[src/rtl/codec_pwr_pkg.sv]
`timescale 1ns/1ps
package codec_pwr_pkg;
  // register indices
  localparam int REG_PWR_A = 0;
  localparam int REG_PWR_B = 1;
  localparam int REG_FLAGS = 2;
  // bit positions in the power register
  localparam int BIT_DAC_SB   = 7;
  localparam int BIT_STAGE_SB = 6;
  localparam int BIT_MIX_SB   = 5;
  localparam int BIT_ADC_SB   = 4;
  // bit positions in the global register
  localparam int BIT_GSB   = 1;
  localparam int BIT_SLEEP = 0;
  // bit positions in the flag register
  localparam int BIT_UP_DONE   = 3;
  localparam int BIT_DOWN_DONE = 2;
  // reset values
  localparam logic [7:0] PWR_A_RST = 8'hFF;
  localparam logic [7:0] PWR_B_RST = 8'h03;
endpackage

[src/rtl/cpwr_regs.sv]
`timescale 1ns/1ps
module cpwr_regs
  import codec_pwr_pkg::*;
#(
  parameter int ADDR_W = 5
) (
  input  logic              clk,
  input  logic              rst,
  input  logic              wr_en,
  input  logic [ADDR_W-1:0] wr_addr,
  input  logic [7:0]        wr_data,
  input  logic [ADDR_W-1:0] rd_addr,
  input  logic              set_up,
  input  logic              set_down,
  output logic [7:0]        rd_data,
  output logic              stage_sb,
  output logic              dac_sb,
  output logic              adc_sb,
  output logic              mix_sb,
  output logic              gsb,
  output logic              sleep,
  output logic              flag_up,
  output logic              flag_down
);
  localparam logic [ADDR_W-1:0] A_PWR_A = ADDR_W'(REG_PWR_A);
  localparam logic [ADDR_W-1:0] A_PWR_B = ADDR_W'(REG_PWR_B);
  localparam logic [ADDR_W-1:0] A_FLAGS = ADDR_W'(REG_FLAGS);

  logic [7:0] pwr_a, pwr_b, flags_byte;
  logic [1:0] flg, set_vec;
  logic       wr_a, wr_b, wr_f;

  assign wr_a = wr_en && (wr_addr == A_PWR_A);
  assign wr_b = wr_en && (wr_addr == A_PWR_B);
  assign wr_f = wr_en && (wr_addr == A_FLAGS);
  assign set_vec = {set_up, set_down};

  always_ff @(posedge clk) begin
    if (rst) begin
      pwr_a <= PWR_A_RST;
      pwr_b <= PWR_B_RST;
    end else begin
      if (wr_a) pwr_a <= wr_data;
      if (wr_b) pwr_b <= wr_data;
    end
  end

  // index 0 = down flag, index 1 = up flag; bit position BIT_DOWN_DONE + i
  for (genvar i = 0; i < 2; i++) begin : g_flag
    always_ff @(posedge clk) begin
      if (rst)                                  flg[i] <= 1'b0;
      else if (set_vec[i])                      flg[i] <= 1'b1;
      else if (wr_f && !wr_data[BIT_DOWN_DONE+i]) flg[i] <= 1'b0;
    end


    flag_fall_chk: assert property (@(posedge clk) disable iff (rst)
      $fell(flg[i]) |-> $past(wr_en && wr_addr == A_FLAGS));

    flag_rise_chk: assert property (@(posedge clk) disable iff (rst)
      $rose(flg[i]) |-> $past(set_vec[i]));
  end

  always_comb begin
    flags_byte = '0;
    flags_byte[BIT_UP_DONE]   = flg[1];
    flags_byte[BIT_DOWN_DONE] = flg[0];
  end

  always_ff @(posedge clk) begin
    if (rst)                     rd_data <= '0;
    else if (rd_addr == A_PWR_A) rd_data <= pwr_a;
    else if (rd_addr == A_PWR_B) rd_data <= pwr_b;
    else if (rd_addr == A_FLAGS) rd_data <= flags_byte;
    else                         rd_data <= '0;
  end

  assign stage_sb  = pwr_a[BIT_STAGE_SB];
  assign dac_sb    = pwr_a[BIT_DAC_SB];
  assign adc_sb    = pwr_a[BIT_ADC_SB];
  assign mix_sb    = pwr_a[BIT_MIX_SB];
  assign gsb       = pwr_b[BIT_GSB];
  assign sleep     = pwr_b[BIT_SLEEP];
  assign flag_up   = flg[1];
  assign flag_down = flg[0];


  pwr_a_write_only_chk: assert property (@(posedge clk) disable iff (rst)
    !$stable(pwr_a) |-> $past(wr_en && wr_addr == A_PWR_A));
endmodule

[src/rtl/cpwr_ramp.sv]
`timescale 1ns/1ps
module cpwr_ramp #(
  parameter int RAMP_LEN = 1024,
  localparam int LVL_W = $clog2(RAMP_LEN + 1)
) (
  input  logic             clk,
  input  logic             rst,
  input  logic             stage_sb,
  output logic [LVL_W-1:0] level,
  output logic             up_done,
  output logic             down_done
);
  localparam logic [LVL_W-1:0] TOP  = LVL_W'(RAMP_LEN);
  localparam logic [LVL_W-1:0] ZERO = '0;
  localparam logic [LVL_W-1:0] ONE  = LVL_W'(1);

  always_ff @(posedge clk) begin
    if (rst) begin
      level     <= ZERO;
      up_done   <= 1'b0;
      down_done <= 1'b0;
    end else begin
      up_done   <= 1'b0;
      down_done <= 1'b0;
      if (!stage_sb && level != TOP) begin
        level <= level + ONE;
        if (level == TOP - ONE) up_done <= 1'b1;
      end else if (stage_sb && level != ZERO) begin
        level <= level - ONE;
        if (level == ONE) down_done <= 1'b1;
      end
    end
  end


  step_chk: assert property (@(posedge clk) disable iff (rst)
    (level != $past(level)) |-> ((level == $past(level) + ONE) || ($past(level) == level + ONE)));

  up_at_top_chk: assert property (@(posedge clk) disable iff (rst)
    up_done |-> (level == TOP));

  down_at_zero_chk: assert property (@(posedge clk) disable iff (rst)
    down_done |-> (level == ZERO));

  up_dir_chk: assert property (@(posedge clk) disable iff (rst)
    up_done |-> $past(!stage_sb));
endmodule

[src/rtl/cpwr_settle.sv]
`timescale 1ns/1ps
module cpwr_settle #(
  parameter int SETTLE_LEN = 2688000,
  localparam int CNT_W = $clog2(SETTLE_LEN + 1)
) (
  input  logic clk,
  input  logic rst,
  input  logic gsb,
  input  logic sleep,
  output logic ready
);
  localparam logic [CNT_W-1:0] LAST = CNT_W'(SETTLE_LEN - 1);

  logic [CNT_W-1:0] cnt;
  logic             settled;

  always_ff @(posedge clk) begin
    if (rst) begin
      cnt     <= '0;
      settled <= 1'b0;
      ready   <= 1'b0;
    end else begin
      if (gsb) begin
        cnt     <= '0;
        settled <= 1'b0;
      end else if (!settled) begin
        if (cnt == LAST) settled <= 1'b1;
        else             cnt     <= cnt + CNT_W'(1);
      end
      ready <= settled && !gsb && !sleep;
    end
  end


  ready_gate_chk: assert property (@(posedge clk) disable iff (rst)
    ready |-> $past(!gsb && !sleep));

  ready_after_settle_chk: assert property (@(posedge clk) disable iff (rst)
    $rose(ready) |-> $past(settled));
endmodule

[src/rtl/codec_pwr_seq.sv]
`timescale 1ns/1ps
module codec_pwr_seq #(
  parameter int ADDR_W     = 5,
  parameter int RAMP_LEN   = 1024,
  parameter int SETTLE_LEN = 2688000,
  localparam int LVL_W = $clog2(RAMP_LEN + 1)
) (
  input  logic              clk,
  input  logic              rst,
  input  logic              wr_en,
  input  logic [ADDR_W-1:0] wr_addr,
  input  logic [7:0]        wr_data,
  input  logic [ADDR_W-1:0] rd_addr,
  output logic [7:0]        rd_data,
  output logic              dac_standby,
  output logic              adc_standby,
  output logic              mixer_standby,
  output logic [LVL_W-1:0]  out_level,
  output logic              ramp_up_flag,
  output logic              ramp_down_flag,
  output logic              ready
);
  logic stage_sb, gsb, sleep, up_done, down_done;

  cpwr_regs #(.ADDR_W(ADDR_W)) u_regs (
    .clk(clk), .rst(rst),
    .wr_en(wr_en), .wr_addr(wr_addr), .wr_data(wr_data),
    .rd_addr(rd_addr),
    .set_up(up_done), .set_down(down_done),
    .rd_data(rd_data),
    .stage_sb(stage_sb),
    .dac_sb(dac_standby), .adc_sb(adc_standby), .mix_sb(mixer_standby),
    .gsb(gsb), .sleep(sleep),
    .flag_up(ramp_up_flag), .flag_down(ramp_down_flag)
  );

  cpwr_ramp #(.RAMP_LEN(RAMP_LEN)) u_ramp (
    .clk(clk), .rst(rst),
    .stage_sb(stage_sb),
    .level(out_level),
    .up_done(up_done), .down_done(down_done)
  );

  cpwr_settle #(.SETTLE_LEN(SETTLE_LEN)) u_settle (
    .clk(clk), .rst(rst),
    .gsb(gsb), .sleep(sleep),
    .ready(ready)
  );


  one_done_chk: assert property (@(posedge clk) disable iff (rst)
    $onehot0({up_done, down_done}));
endmodule

[config.mk]
export PLATFORM = sky130hd
export DESIGN_NAME = codec_pwr_seq
export DESIGN_NICKNAME = d
export VERILOG_FILES = /design/src/rtl/codec_pwr_pkg.sv /design/src/rtl/cpwr_regs.sv /design/src/rtl/cpwr_ramp.sv /design/src/rtl/cpwr_settle.sv /design/src/rtl/codec_pwr_seq.sv
export SDC_FILE = /design/constraint.sdc
export NUM_CORES = 1
export LEC_CHECK = 0
export BUFFER_PORTS_ARGS = -buffer_cell sky130_fd_sc_hd__buf_2
export CAP_MARGIN = 25
export CELL_PAD_IN_SITES_DETAIL_PLACEMENT = 1
export CELL_PAD_IN_SITES_GLOBAL_PLACEMENT = 1
export CORE_MARGIN = 2
export CORE_UTILIZATION = 40
export DETAILED_ROUTE_END_ITERATION = 6
export HOLD_SLACK_MARGIN = 0.05
export MAX_ROUTING_LAYER = met4
export PLACE_DENSITY = 0.83
export SKIP_LAST_GASP = 1
export SLEW_MARGIN = 20
export SYNTH_ARGS = -nofsm -noshare
export SYNTH_HDL_FRONTEND = slang
export SYNTH_SLANG_ARGS = --single-unit
[constraint.sdc]
create_clock -name clk -period 2.8 [get_ports clk]
set_input_delay 0.28 -clock clk [delete_from_list [all_inputs] [get_ports clk]]
set_output_delay 0.28 -clock clk [all_outputs]
set_load 0.1 [all_outputs]
# Word level (Yosys, flattened, before mapping)

Cells that the tools add are included.

Logic and storage cells: 63
Bits in registers: 63
Output and inout bits: 25
Input port bits: 21

Reduce and logical (&&, ||, !) cells: 24
Eq/ne operators: 8
Add/subtract/negate cells: 3
Bitwise gates (word level): 4
Mux-type cells: 13

Operator list:

| operator                                                             | number |
|---|---|
| 22-bit by 1-bit adder with 22-bit output, second input constant      | 1 |
| 22-bit == test, second input constant                                | 1 |
| 11-bit two-way mux                                                   | 2 |
| 8-bit two-way mux                                                    | 2 |
| 11-bit by 1-bit adder with 11-bit output, second input constant      | 1 |
| 11-bit by 1-bit == test with 1-bit output, second input constant     | 1 |
| 11-bit by 10-bit == test with 1-bit output, second input constant    | 1 |
| 11-bit != test, second input constant                                | 1 |
| 11-bit nonzero test                                                  | 1 |
| 11-bit by 1-bit subtractor with 11-bit output, second input constant | 1 |
| 5-bit by 1-bit == test with 1-bit output, second input constant      | 2 |
| 5-bit by 2-bit == test with 1-bit output, second input constant      | 2 |
| 5-bit logical NOT                                                    | 2 |
| 1-bit logical AND                                                    | 9 |
| 1-bit two-way mux                                                    | 8 |
| 2-bit nonzero test                                                   | 3 |
| 1-bit logical NOT                                                    | 5 |
| 4-bit two-way mux                                                    | 1 |
| 1-bit inverter                                                       | 4 |
| 2-bit OR reduction                                                   | 2 |
| 3-bit OR reduction                                                   | 1 |
| 2-bit AND reduction                                                  | 1 |

# Logic depth before layout (Yosys ltp)

Depth in word-level cells: 5
Gate-level depth with buffers: 8
Gate-level depth less buffers: 7

# Cells and area by module

Synthesis repeated with hierarchy kept, for this count alone.

Cell total of the unflattened synthesis: 338
Area, all modules: 3115.5 µm²

By module, submodules not included:

| module      | area each (µm²) | cells an instance | instances |
|---|---|---|---|
| cpwr_settle | 1173.6          | 131               | 1 |
| cpwr_regs   | 1073.5          | 108               | 1 |
| cpwr_ramp   | 868.3           | 99                | 1 |

# Least setup slack after synthesis

OpenSTA, ideal clock, no wires.

Path kind: flip-flop to flip-flop
Start point: register u_ramp.level[0]
End point: register u_ramp.level[9]
Path buffers: 1
Cell stages (with the launch flop): 9
Arrival: 2482 ps
Path slack: 190 ps
Library setup time: 128 ps
Clock period less this slack: 2610 ps
Data required time: 2672 ps
Path through: dfxtp_1 > inv_1 > ha_1 > clkbuf_1 > or4b_2 > and2b_2 > a22oi_1 > xor2_1 > nor2_1

Cells in the longest elaborated chain, start to end: 3
Elaborated cells on any way between the ends: 9
Those cells by class: add/sub (2); eq/ne (1); mux (2); reduce/logical (4)

Ends and longest elaborated chain:

| item                                                                        | RTL line        | text |
|---|---|---|
| from (decl)                                                                 | cpwr_ramp.sv:9  | `output logic [LVL_W-1:0] level,` |
| from (signal assigned)                                                      | cpwr_ramp.sv:26 | `level <= level + ONE;` |
| from (signal assigned)                                                      | cpwr_ramp.sv:29 | `level <= level - ONE;` |
| 11-bit by 1-bit subtractor with 11-bit output, or another cell as far along | cpwr_ramp.sv:29 |  |
| 11-bit two-way mux, or another cell as far along                            | cpwr_ramp.sv:28 | `end else if (stage_sb && level != ZERO) begin` |
| 11-bit two-way mux or 2-bit nonzero test (tied branches)                    | n/a             |  |

Several ways; a longest one is shown, not always the timed one. The select of a mux whose other input is x is not followed.
A chain may end at the register's enable or synchronous reset.

# Worst setup path in the final report

Start point: register u_ramp.level[0]
End point: register u_ramp.level[8]

The elaborated chain is that of the path after synthesis.

==> results.md <==
* Status: finished clean
* Req. time, crit path at 3030 ps
* H-tree levels at 3
* Fin util at 47.8%
* Synthesis-to-layout area growth at 17.5%
* Net Sw Power at 1.17 mW
* Reg-to-reg slack, setup at 440 ps
* Gr ovfl total at 0
* Max_cap viols at 0
* Num CTS Buffers at 9
* Total power draw at 2.76 mW
* Post-synth EDFFs at 0
* Pre-antenna DRT Iters at 4
* VDD IR-drop max at 0.594 mV
* Die Wd at 89.2 µm
* PwrDens at 807 nW/µm²
* Hpwl dp at 5.12 mm
* Ys Warns at 0
* Origin of the critical flop-to-flop path: u_ramp.level[0]
* Initial core utilization at 40.7%
* Layout Nets at 398
* Worst R2R Path Depth at 7
* Post-DRT Antenna Nets at 0
* Placed inst area at 3230 µm²
* Clock tree sinks at 63
* Final hold violations at 0
* DR iter-0 viols at 65
* Sequential share of power at 37.8%
* Prevailing post-synth register cell: dfxtp_1
* Rows at 31
* N_diodes at 0
* DRC Markers at 0
* CP endpoint kind: flip-flop
* Placer Congestion at 0.864
* Fin crit period at 2360 ps
* Crit-path max cell delay at 640 ps
* Slew Viols, Final at 0
* Critical path data arrival time at 2580 ps
* Core area at 7140 µm²
* Clock-pin slew on the worst setup and hold paths at 80 ps
* CP startpoint kind: flip-flop
* RSZ-0062 raised after global routing: false
* Fin cells at 476
* Post-synthesis sequential area ratio at 43.4%
* Clock root buffer: clkbuf_8
* Post-CTS Setup Inserts at 0
* Max clock buf depth at 2
* Worst skew pair latency at 350 ps
* Avg Vias per Cell at 5.33
* Static leakage at 1.37 nW
* Die Ht at 89.2 µm
* Critical Path End: u_ramp.level[8]
* Setup TNS at 0 ps
* Port bufs at 45
* Clk network pwr share at 26.2%
* Pre-CTS setup slack at 432 ps
* Largest net degree at the start of global routing at 34
* CP cell instances: inv_1 > ha_1 > or4b_2 > o21ai_0 > o21ai_0 > xnor2_1 > nor2_1
* Maximum clock rate at 424 MHz
* Synthesized flop and latch total at 63
* Tot GR Track Use at 20.6%
* Die area at 7960 µm²
* Initial antenna violation count at 0
* Crit-path slowest cell: or4b_2
* Final setup violation count at 0
* TritonCTS clock tree: yes
* Beginning of the critical path: u_ramp.level[0]
* Tcrit/Tclk final at 84.1%
* CTS hold repair buffers at 0
* Worst clock skew at 4.91 ps
* Setup WS post-layout at 444 ps
* Cell Area, Synth at 2910 µm²
* Avg Inst Size Synth at 8.86 µm²
* Gate Count Post-Synth at 328
* Share of layout cells above drive strength 1 at 20.7%
* Post-CTS Resized at 0
* Crit Path Category: flip-flop to flip-flop
* First-pass GRT wire length at 12.1 mm
* Post-synth ARST share at 0%
* Comb pwr share at 36.0%
* Unique masters post-synth at 49
* Slew at the pin with the worst max-slew slack at 719 ps
* Slew headroom at 51.6%
* Detailed-route via count at 2536
* Max FO, Critical Path at 8
* Min-delay worst type: primary input to flip-flop
* Syn Nets at 354
* IO Count at 46
* Design Area, Final at 3410 µm²
* Number of global-route vias before repair at 2560
* Hold WS at 144 ps
* FF-to-FF End: u_ramp.level[8]
* DRT Wirelength at 7.24 mm
* Placed cells at 460
* Cell-internal power at 1.59 mW
* Most frequent CP cell: o21ai_0
* Sw Share at 42.5%
* WL per Instance at 15.2 µm
-- critical path: cells and delay by family, from the launching register on --
kind,cells,cell delay [ps]
xor+xnor,1,180
simple gates,2,700
fa+ha+maj,1,330
buf+inv,1,120
compound gates,2,520
flops,1,380
-- per-layer routing --
metal  up-vias  track usage, %  routed length (µm)
li1       1247               -                   -
met1      1237            24.2                3180
met2        36            33.8                3700
met3        16            3.69                 193
met4         0            10.4                 170
met5         -               -                   0
-- final cells by class --
type / instances / area, µm²
fill: 889 / 3720
multi-input combinational: 234 / 1530
sequential: 63 / 1260
timing repair buffer: 51 / 270
clock buffer: 9 / 124
tap: 99 / 124
clock inverter: 7 / 56.3
inverter: 13 / 48.8
-- layout by cell type (no fill, tap or decap), drive strengths merged, types with 2 or more instances in the layout --
cell type / n
or4b: 2
clkbuf: 9
nand2b: 2
or2: 2
a21oi: 8
a211o: 10
and4: 4
ha: 5
nor4: 7
o31ai: 3
nor3: 4
mux2i: 14
nor3b: 3
o211ai: 4
nand2: 17
xnor2: 7
nand3b: 2
buf: 51
dfxtp: 63
nand3: 17
clkinv: 3
nand4: 6
xor2: 16
nor4bb: 2
o21ai: 10
or4: 10
inv: 16
nor2b: 11
nor2: 48
nor4b: 2
-- synth_stat cells (2+ instances only) --
| library cell | count | area share, % |
|---|---|---|
| nor2b_1 | 11 | 2.4 |
| o211ai_1 | 4 | 1.0 |
| a211o_1 | 10 | 3.0 |
| nor2_1 | 48 | 6.2 |
| nor3b_1 | 3 | 0.77 |
| mux2i_1 | 14 | 4.8 |
| nor3_1 | 4 | 0.69 |
| buf_2 | 3 | 0.52 |
| or2_2 | 2 | 0.43 |
| clkbuf_1 | 15 | 1.9 |
| nand2b_1 | 2 | 0.43 |
| o21ai_0 | 10 | 1.7 |
| a21oi_1 | 8 | 1.4 |
| or4_1 | 8 | 2.1 |
| and4_1 | 3 | 0.90 |
| xor2_1 | 16 | 4.8 |
| nor4bb_1 | 2 | 0.69 |
| nand4_1 | 6 | 1.3 |
| inv_1 | 13 | 1.7 |
| nor4_1 | 7 | 1.5 |
| xnor2_1 | 7 | 2.1 |
| ha_1 | 5 | 2.2 |
| nor4b_1 | 2 | 0.60 |
| or4_4 | 2 | 0.77 |
| o31ai_1 | 3 | 0.77 |
| nand2_1 | 17 | 2.2 |
| or4b_2 | 2 | 0.69 |
| dfxtp_1 | 63 | 43 |
| nand3b_1 | 2 | 0.52 |
| nand3_1 | 17 | 2.9 |
-- power groups by stage --
stage	registers (mW)	clock network (mW)	logic (mW)
3_5_place_dp	1.06	0	0.990
4_1_cts	1.04	0.743	0.994
5_1_grt	1.05	0.784	1.07
6_report	1.04	0.722	0.993
2_1_floorplan	1.39	0	0.464
3_3_place_gp	1.05	0	0.972
-- worst min-delay path by stage --
stage / startpoint / endpoint / slack, ps / depth (start not counted)
after floorplan: wr_data[0] / u_regs.pwr_a[0] / 400 / 1
after global placement: u_ramp.down_done / u_regs.flag_down / 420 / 2
after detailed placement: u_ramp.up_done / u_regs.flag_up / 420 / 2
after CTS: wr_data[4] / u_regs.pwr_a[4] / 130 / 2
after global routing: wr_data[4] / u_regs.pwr_a[4] / 150 / 2
final: wr_data[4] / u_regs.pwr_a[4] / 140 / 2
-- flip-flops by register name, summed over array words and instances, names as in the netlist --
register,count
u_regs.rd_data,8
u_regs.flag_down,1
u_regs.flag_up,1
u_settle.ready,1
u_settle.cnt,22
u_ramp.up_done,1
u_ramp.level,11
u_regs.pwr_a,8
u_settle.settled,1
u_ramp.down_done,1
u_regs.pwr_b,8
-- logic make-up after synthesis --
family | count (synthesis) | share of synthesized area, %
multiplexers | 15 | 5.34
XOR/XNOR | 23 | 6.93
buffers and inverters | 31 | 4.13
AO/OA/AOI/OAI | 46 | 11.1
adder cells (fa/ha/maj) | 5 | 2.15
AND/OR/NAND/NOR | 145 | 26.9
flip-flops | 63 | 43.4
Power figures use the tool's default switching activity.
